[src/rtl/mask_chain_sb.sv]
module mask_chain_sb #(
  parameter int REG_BITS = 64,
  parameter int LANES    = 4,
  parameter int VLW      = $clog2(REG_BITS + 1)
) (
  input  logic                                  clk,
  input  logic                                  rst_n,
  input  logic [VLW-1:0]                        vl,
  input  logic                                  whole_mode,
  input  logic                                  start_cmp,
  input  logic                                  start_comb,
  input  logic                                  start_fadd,
  output logic                                  cmp_issue,
  output logic [$clog2(REG_BITS/LANES)-1:0]     cmp_group,
  output logic                                  comb_issue,
  output logic                                  comb_whole,
  output logic [$clog2(REG_BITS/LANES)-1:0]     comb_group,
  output logic                                  fadd_issue,
  output logic [$clog2(REG_BITS/LANES)-1:0]     fadd_group,
  output logic [LANES-1:0]                      fadd_lanes,
  output logic                                  done
);
  localparam int GROUPS = REG_BITS / LANES;
  localparam int GW     = $clog2(GROUPS);
  localparam int LSH    = $clog2(LANES);

  logic [REG_BITS-1:0] pend_a, pend_c, pa_n, pc_n, vl_mask;
  logic [VLW-1:0]      vl_eff, vl_m1, fadd_vl;
  logic [GW-1:0]       cmp_g, comb_g, fadd_g, last_in;
  logic [GW-1:0]       cmp_last, comb_last, fadd_last;
  logic                cmp_act, comb_act, fadd_act, whole_q;
  logic                vl_nz, comb_rdy, fadd_rdy;
  logic [LANES-1:0]    a_grp, c_grp;

  assign vl_eff  = (int'(vl) > REG_BITS) ? VLW'(REG_BITS) : vl;
  assign vl_nz   = vl_eff != '0;
  assign vl_m1   = vl_eff - 1'b1;
  assign last_in = GW'(vl_m1 >> LSH);

  always_comb
    for (int i = 0; i < REG_BITS; i++)
      vl_mask[i] = i < int'(vl_eff);

  assign a_grp    = pend_a[comb_g*LANES +: LANES];
  assign c_grp    = pend_c[fadd_g*LANES +: LANES];
  assign comb_rdy = whole_q ? (pend_a == '0) : (a_grp == '0);
  assign fadd_rdy = whole_q ? (pend_c == '0) : (c_grp == '0);

  assign cmp_issue  = cmp_act;
  assign cmp_group  = cmp_g;
  assign comb_issue = comb_act && comb_rdy;
  assign comb_whole = whole_q;
  assign comb_group = whole_q ? '0 : comb_g;
  assign fadd_issue = fadd_act && fadd_rdy;
  assign fadd_group = fadd_g;

  always_comb
    for (int i = 0; i < LANES; i++)
      fadd_lanes[i] = (int'(fadd_g) * LANES + i) < int'(fadd_vl);

  always_comb begin
    pa_n = pend_a;
    pc_n = pend_c;
    if (cmp_issue)
      pa_n[cmp_g*LANES +: LANES] = '0;
    if (comb_issue) begin
      if (whole_q) pc_n = '0;
      else         pc_n[comb_g*LANES +: LANES] = '0;
    end
    if (start_cmp  && vl_nz) pa_n = pa_n | vl_mask;
    if (start_comb && vl_nz) pc_n = pc_n | vl_mask;
  end

  always_ff @(posedge clk) begin
    if (!rst_n) begin
      pend_a    <= '0;
      pend_c    <= '0;
      cmp_act   <= 1'b0;
      comb_act  <= 1'b0;
      fadd_act  <= 1'b0;
      whole_q   <= 1'b0;
      cmp_g     <= '0;
      comb_g    <= '0;
      fadd_g    <= '0;
      cmp_last  <= '0;
      comb_last <= '0;
      fadd_last <= '0;
      fadd_vl   <= '0;
      done      <= 1'b0;
    end else begin
      pend_a <= pa_n;
      pend_c <= pc_n;
      done   <= fadd_issue && (fadd_g == fadd_last);

      if (cmp_issue) begin
        if (cmp_g == cmp_last) cmp_act <= 1'b0;
        else                   cmp_g   <= cmp_g + 1'b1;
      end
      if (start_cmp && vl_nz) begin
        cmp_act  <= 1'b1;
        cmp_g    <= '0;
        cmp_last <= last_in;
        whole_q  <= whole_mode;
      end

      if (comb_issue) begin
        if (whole_q || comb_g == comb_last) comb_act <= 1'b0;
        else                                comb_g   <= comb_g + 1'b1;
      end
      if (start_comb && vl_nz) begin
        comb_act  <= 1'b1;
        comb_g    <= '0;
        comb_last <= last_in;
      end

      if (fadd_issue) begin
        if (fadd_g == fadd_last) fadd_act <= 1'b0;
        else                     fadd_g   <= fadd_g + 1'b1;
      end
      if (start_fadd && vl_nz) begin
        fadd_act  <= 1'b1;
        fadd_g    <= '0;
        fadd_last <= last_in;
        fadd_vl   <= vl_eff;
      end
    end
  end
endmodule

[config.mk]
export PLATFORM = sky130hd
export DESIGN_NAME = mask_chain_sb
export DESIGN_NICKNAME = d
export VERILOG_FILES = /design/src/rtl/mask_chain_sb.sv
export SDC_FILE = /design/constraint.sdc
export NUM_CORES = 1
export LEC_CHECK = 0
export ABC_AREA = 1
export BUFFER_PORTS_ARGS = -buffer_cell sky130_fd_sc_hd__clkbuf_2
export CORE_AREA = 2 2 123 125
export CTS_BUF_LIST = sky130_fd_sc_hd__clkbuf_4
export DETAILED_ROUTE_END_ITERATION = 8
export DIE_AREA = 0 0 125 127
export PLACE_DENSITY = 0.77
export SYNTH_ARGS = -nofsm -noshare
export SYNTH_HDL_FRONTEND = slang
export SYNTH_SLANG_ARGS = --single-unit
[constraint.sdc]
create_clock -name clk -period 5.5 [get_ports clk]
set_input_delay 0.55 -clock clk [delete_from_list [all_inputs] [get_ports clk]]
set_output_delay 0.55 -clock clk [all_outputs]
set_load 0.01 [all_outputs]
==> results_dict.tcl <==
set metrics [dict create \
    route.vias.total 8362 \
    synth_common_cells "437 x nand2_1, 181 x a21oi_1, 164 x dfxtp_1" \
    rr_startpoint "comb_g[0]" \
    place_area_um2 8730 \
    antenna_left 0 \
    tns_ns 0 \
    setup_viol 0 \
    h-tree-depth 4 \
    final_nets 1330 \
    postSynthNetCount 1322 \
    drcViolationCount 0 \
    path_delay_family "simple AND/OR/NAND/NOR gates" \
    max_cap_viol_count 0 \
    synthFlopType "dfxtp_1" \
    clock_latency_ns 0.60 \
    clk_pin_slew_ns 0.14 \
    yosysWarnings 0 \
    arrival_ns 3.00 \
    fillers 1438 \
    post_drt_wl_per_cell_um 16.2 \
    fp.coreArea_um2 14400 \
    fmax_mhz 281 \
    power.density_nw_per_um2 277 \
    cts_tree "built" \
    yosysMostFrequentCell "nand2_1" \
    leakage_nw 4.19 \
    finalNonFillerCells 1500 \
    areaGrowthSynthToFinish_pct 5.41 \
    cp_max_fo 22 \
    worst_hold_path.endpoint "fadd_vl[0]" \
    synth_area_um2 8550 \
    cts.repair.resized 0 \
    grt-ovfl-total 0 \
    path_class "reg -> out" \
    crit_slowest_cell "nand3_2" \
    ys_types 36 \
    netlist_top_cells_area "dfxtp_1 38%, nand2_1 19%, a21oi_1 11%" \
    cp-end-kind "output port" \
    crit_required_ns 4.95 \
    internal_power_mw 1.66 \
    clk_path_buf_depth 2 \
    drive_gt1_share_pct 9.13 \
    reg2reg_to "pend_c[35]" \
    peakVddDrop_uv 177 \
    multi_input_area_um2 4620 \
    postCtsSetupBuffers 0 \
    worstMarginPinSlew_ns 1.10 \
    die_x_um 125 \
    pwr-share-seq_pct 53.3 \
    initial_core_util_pct 59.3 \
    total_power_mw 2.50 \
    yosysTopAreaCell "dfxtp_1" \
    hp-class "in -> reg" \
    gp_congestion 1.01 \
    relSlewSlack_pct 26.9 \
    grt_antenna_before_repair 1 \
    fin_crit_sh_pct 64.6 \
    finalWirelength_mm 24.3 \
    maxSlewViolCount 0 \
    numCtsBuffers 17 \
    slowest_delay_ns 0.68 \
    dp_cells 1466 \
    drtIter0Drc 890 \
    synth_edf_count 0 \
    clock_sinks 164 \
    crit_chain "nand2_1 -> inv_2 -> nand2_1 -> nand2_1 -> nor2_1 -> nand2_1 -> nand2_1 -> nand2_1 -> nand3_2 -> nand2_1 -> inv_1 -> clkbuf_2" \
    period_minus_slack_ns 3.55 \
    clkPwrFrac_pct 29.3 \
    r2r_cells 11 \
    vias_per_cell 5.57 \
    cp_num_buf_inv 3 \
    netlist_instances 1293 \
    row_count 44 \
    root_buffer "clkbuf_4" \
    syn_area_per_cell_um2 6.62 \
    rsz0062_at_grt "no" \
    hold_depth 3 \
    grt_usage_pct 31.1 \
    hold_viol 0 \
    die_h_um 127 \
    boundaryPins 34 \
    grt_pass1_vias 7578 \
    fin_area_um2 9020 \
    ys_seq_elements 164 \
    worst_slack_ns 1.95 \
    skew_ns 0.0231 \
    worstSetupStartpointType "flip-flop" \
    port_buffers 33 \
    hpwl_mm 18.4 \
    hp-start "start_fadd" \
    power.net_switching_uw 841 \
    grt_max_degree 109 \
    firstDrtPassIters 6 \
    switching_share_pct 33.6 \
    grt_pass1_wl_mm 38.9 \
    utilization_pct 62.5 \
    pwr-share-comb_pct 17.4 \
    die_area_um2 15900 \
    seq_area_um2 3280 \
    status "finished, final reports clean" \
    ff2ff_setup_slack_ns 2.73 \
    async_flop_share_pct 0 \
    crit_top_cell "nand2_1" \
    hold_slack_ns 0.224 \
    ys_seq_area_share_pct 38.4 \
    preCtsSetupSlack_ns 2.58 \
    netlist.area_leader.share_pct 38.4 \
    cts_hold_buf 0 \
]
[power by group through the flow]
stage,combinational (mW),clock (mW),sequential [mW]
4_1_cts,0.430,0.739,1.33
2_1_floorplan,0.327,0,1.34
5_1_grt,0.489,0.785,1.34
6_report,0.435,0.733,1.33
3_3_place_gp,0.422,0,1.36
3_5_place_dp,0.429,0,1.36
[layout make-up]
class,instances,area share (%)
antenna,2,0.0555
clock buffer,17,1.42
clock inverter,15,1.73
inverter,107,4.48
multi-input combinational,974,51.2
sequential,164,36.4
tap,184,2.55
timing repair buffer,37,2.16
[worst min-delay path: stages]
cell and delay, ns:
clkbuf_2 0.09, nand3_1 0.08, a21oi_1 0.06
[layout by cell type (no fill, tap or decap), types with 11 or more instances in the layout]
cell      instances
nand2_1         437
a21oi_1         181
dfxtp_1         164
nor2_1          158
inv_1            94
nand3_1          51
o21ai_0          35
clkbuf_2         33
clkbuf_4         17
ha_1             16
nand4_1          12
xor2_1           11
[per-layer routing]
layer  up-vias  track usage (%)  routed length [um]
met3        62             5.90                1750
met1      3802             42.6               10800
met5         -                0                   0
met2       343             49.3               10900
li1       4155                -                   -
met4         0             11.4                 828
[registers in the layout, summed over array words and instances, names as in the netlist]
| register | flops |
|---|---|
| cmp_group | 4 |
| comb_g | 4 |
| pend_a | 64 |
| fadd_last | 4 |
| done | 1 |
| comb_last | 4 |
| fadd_vl | 7 |
| fadd_act | 1 |
| cmp_issue | 1 |
| comb_act | 1 |
| pend_c | 64 |
| comb_whole | 1 |
| cmp_last | 4 |
| fadd_group | 4 |
[worst max-delay path by stage]
stage,from,depth (start not counted),end,slack (ns)
final,comb_g[0],12,comb_issue,1.95
after global routing,comb_g[0],12,comb_issue,1.66
after CTS,comb_g[0],12,comb_issue,1.95
after detailed placement,vl[6],11,cmp_group[2],2.58
after global placement,comb_g[0],12,comb_issue,2.63
after floorplan,fadd_group[0],8,fadd_lanes[2],3.19
[logic make-up after synthesis]
kind of cell / after synthesis / synth area share (%)
AND/OR/NAND/NOR: 710 / 36.1
AO/OA/AOI/OAI: 230 / 13.7
flip-flops: 164 / 38.4
buffers and inverters: 155 / 7.66
XOR/XNOR: 18 / 1.84
adder cells (fa/ha/maj): 16 / 2.34
No activity file was read; power rests on OpenSTA's default activity.
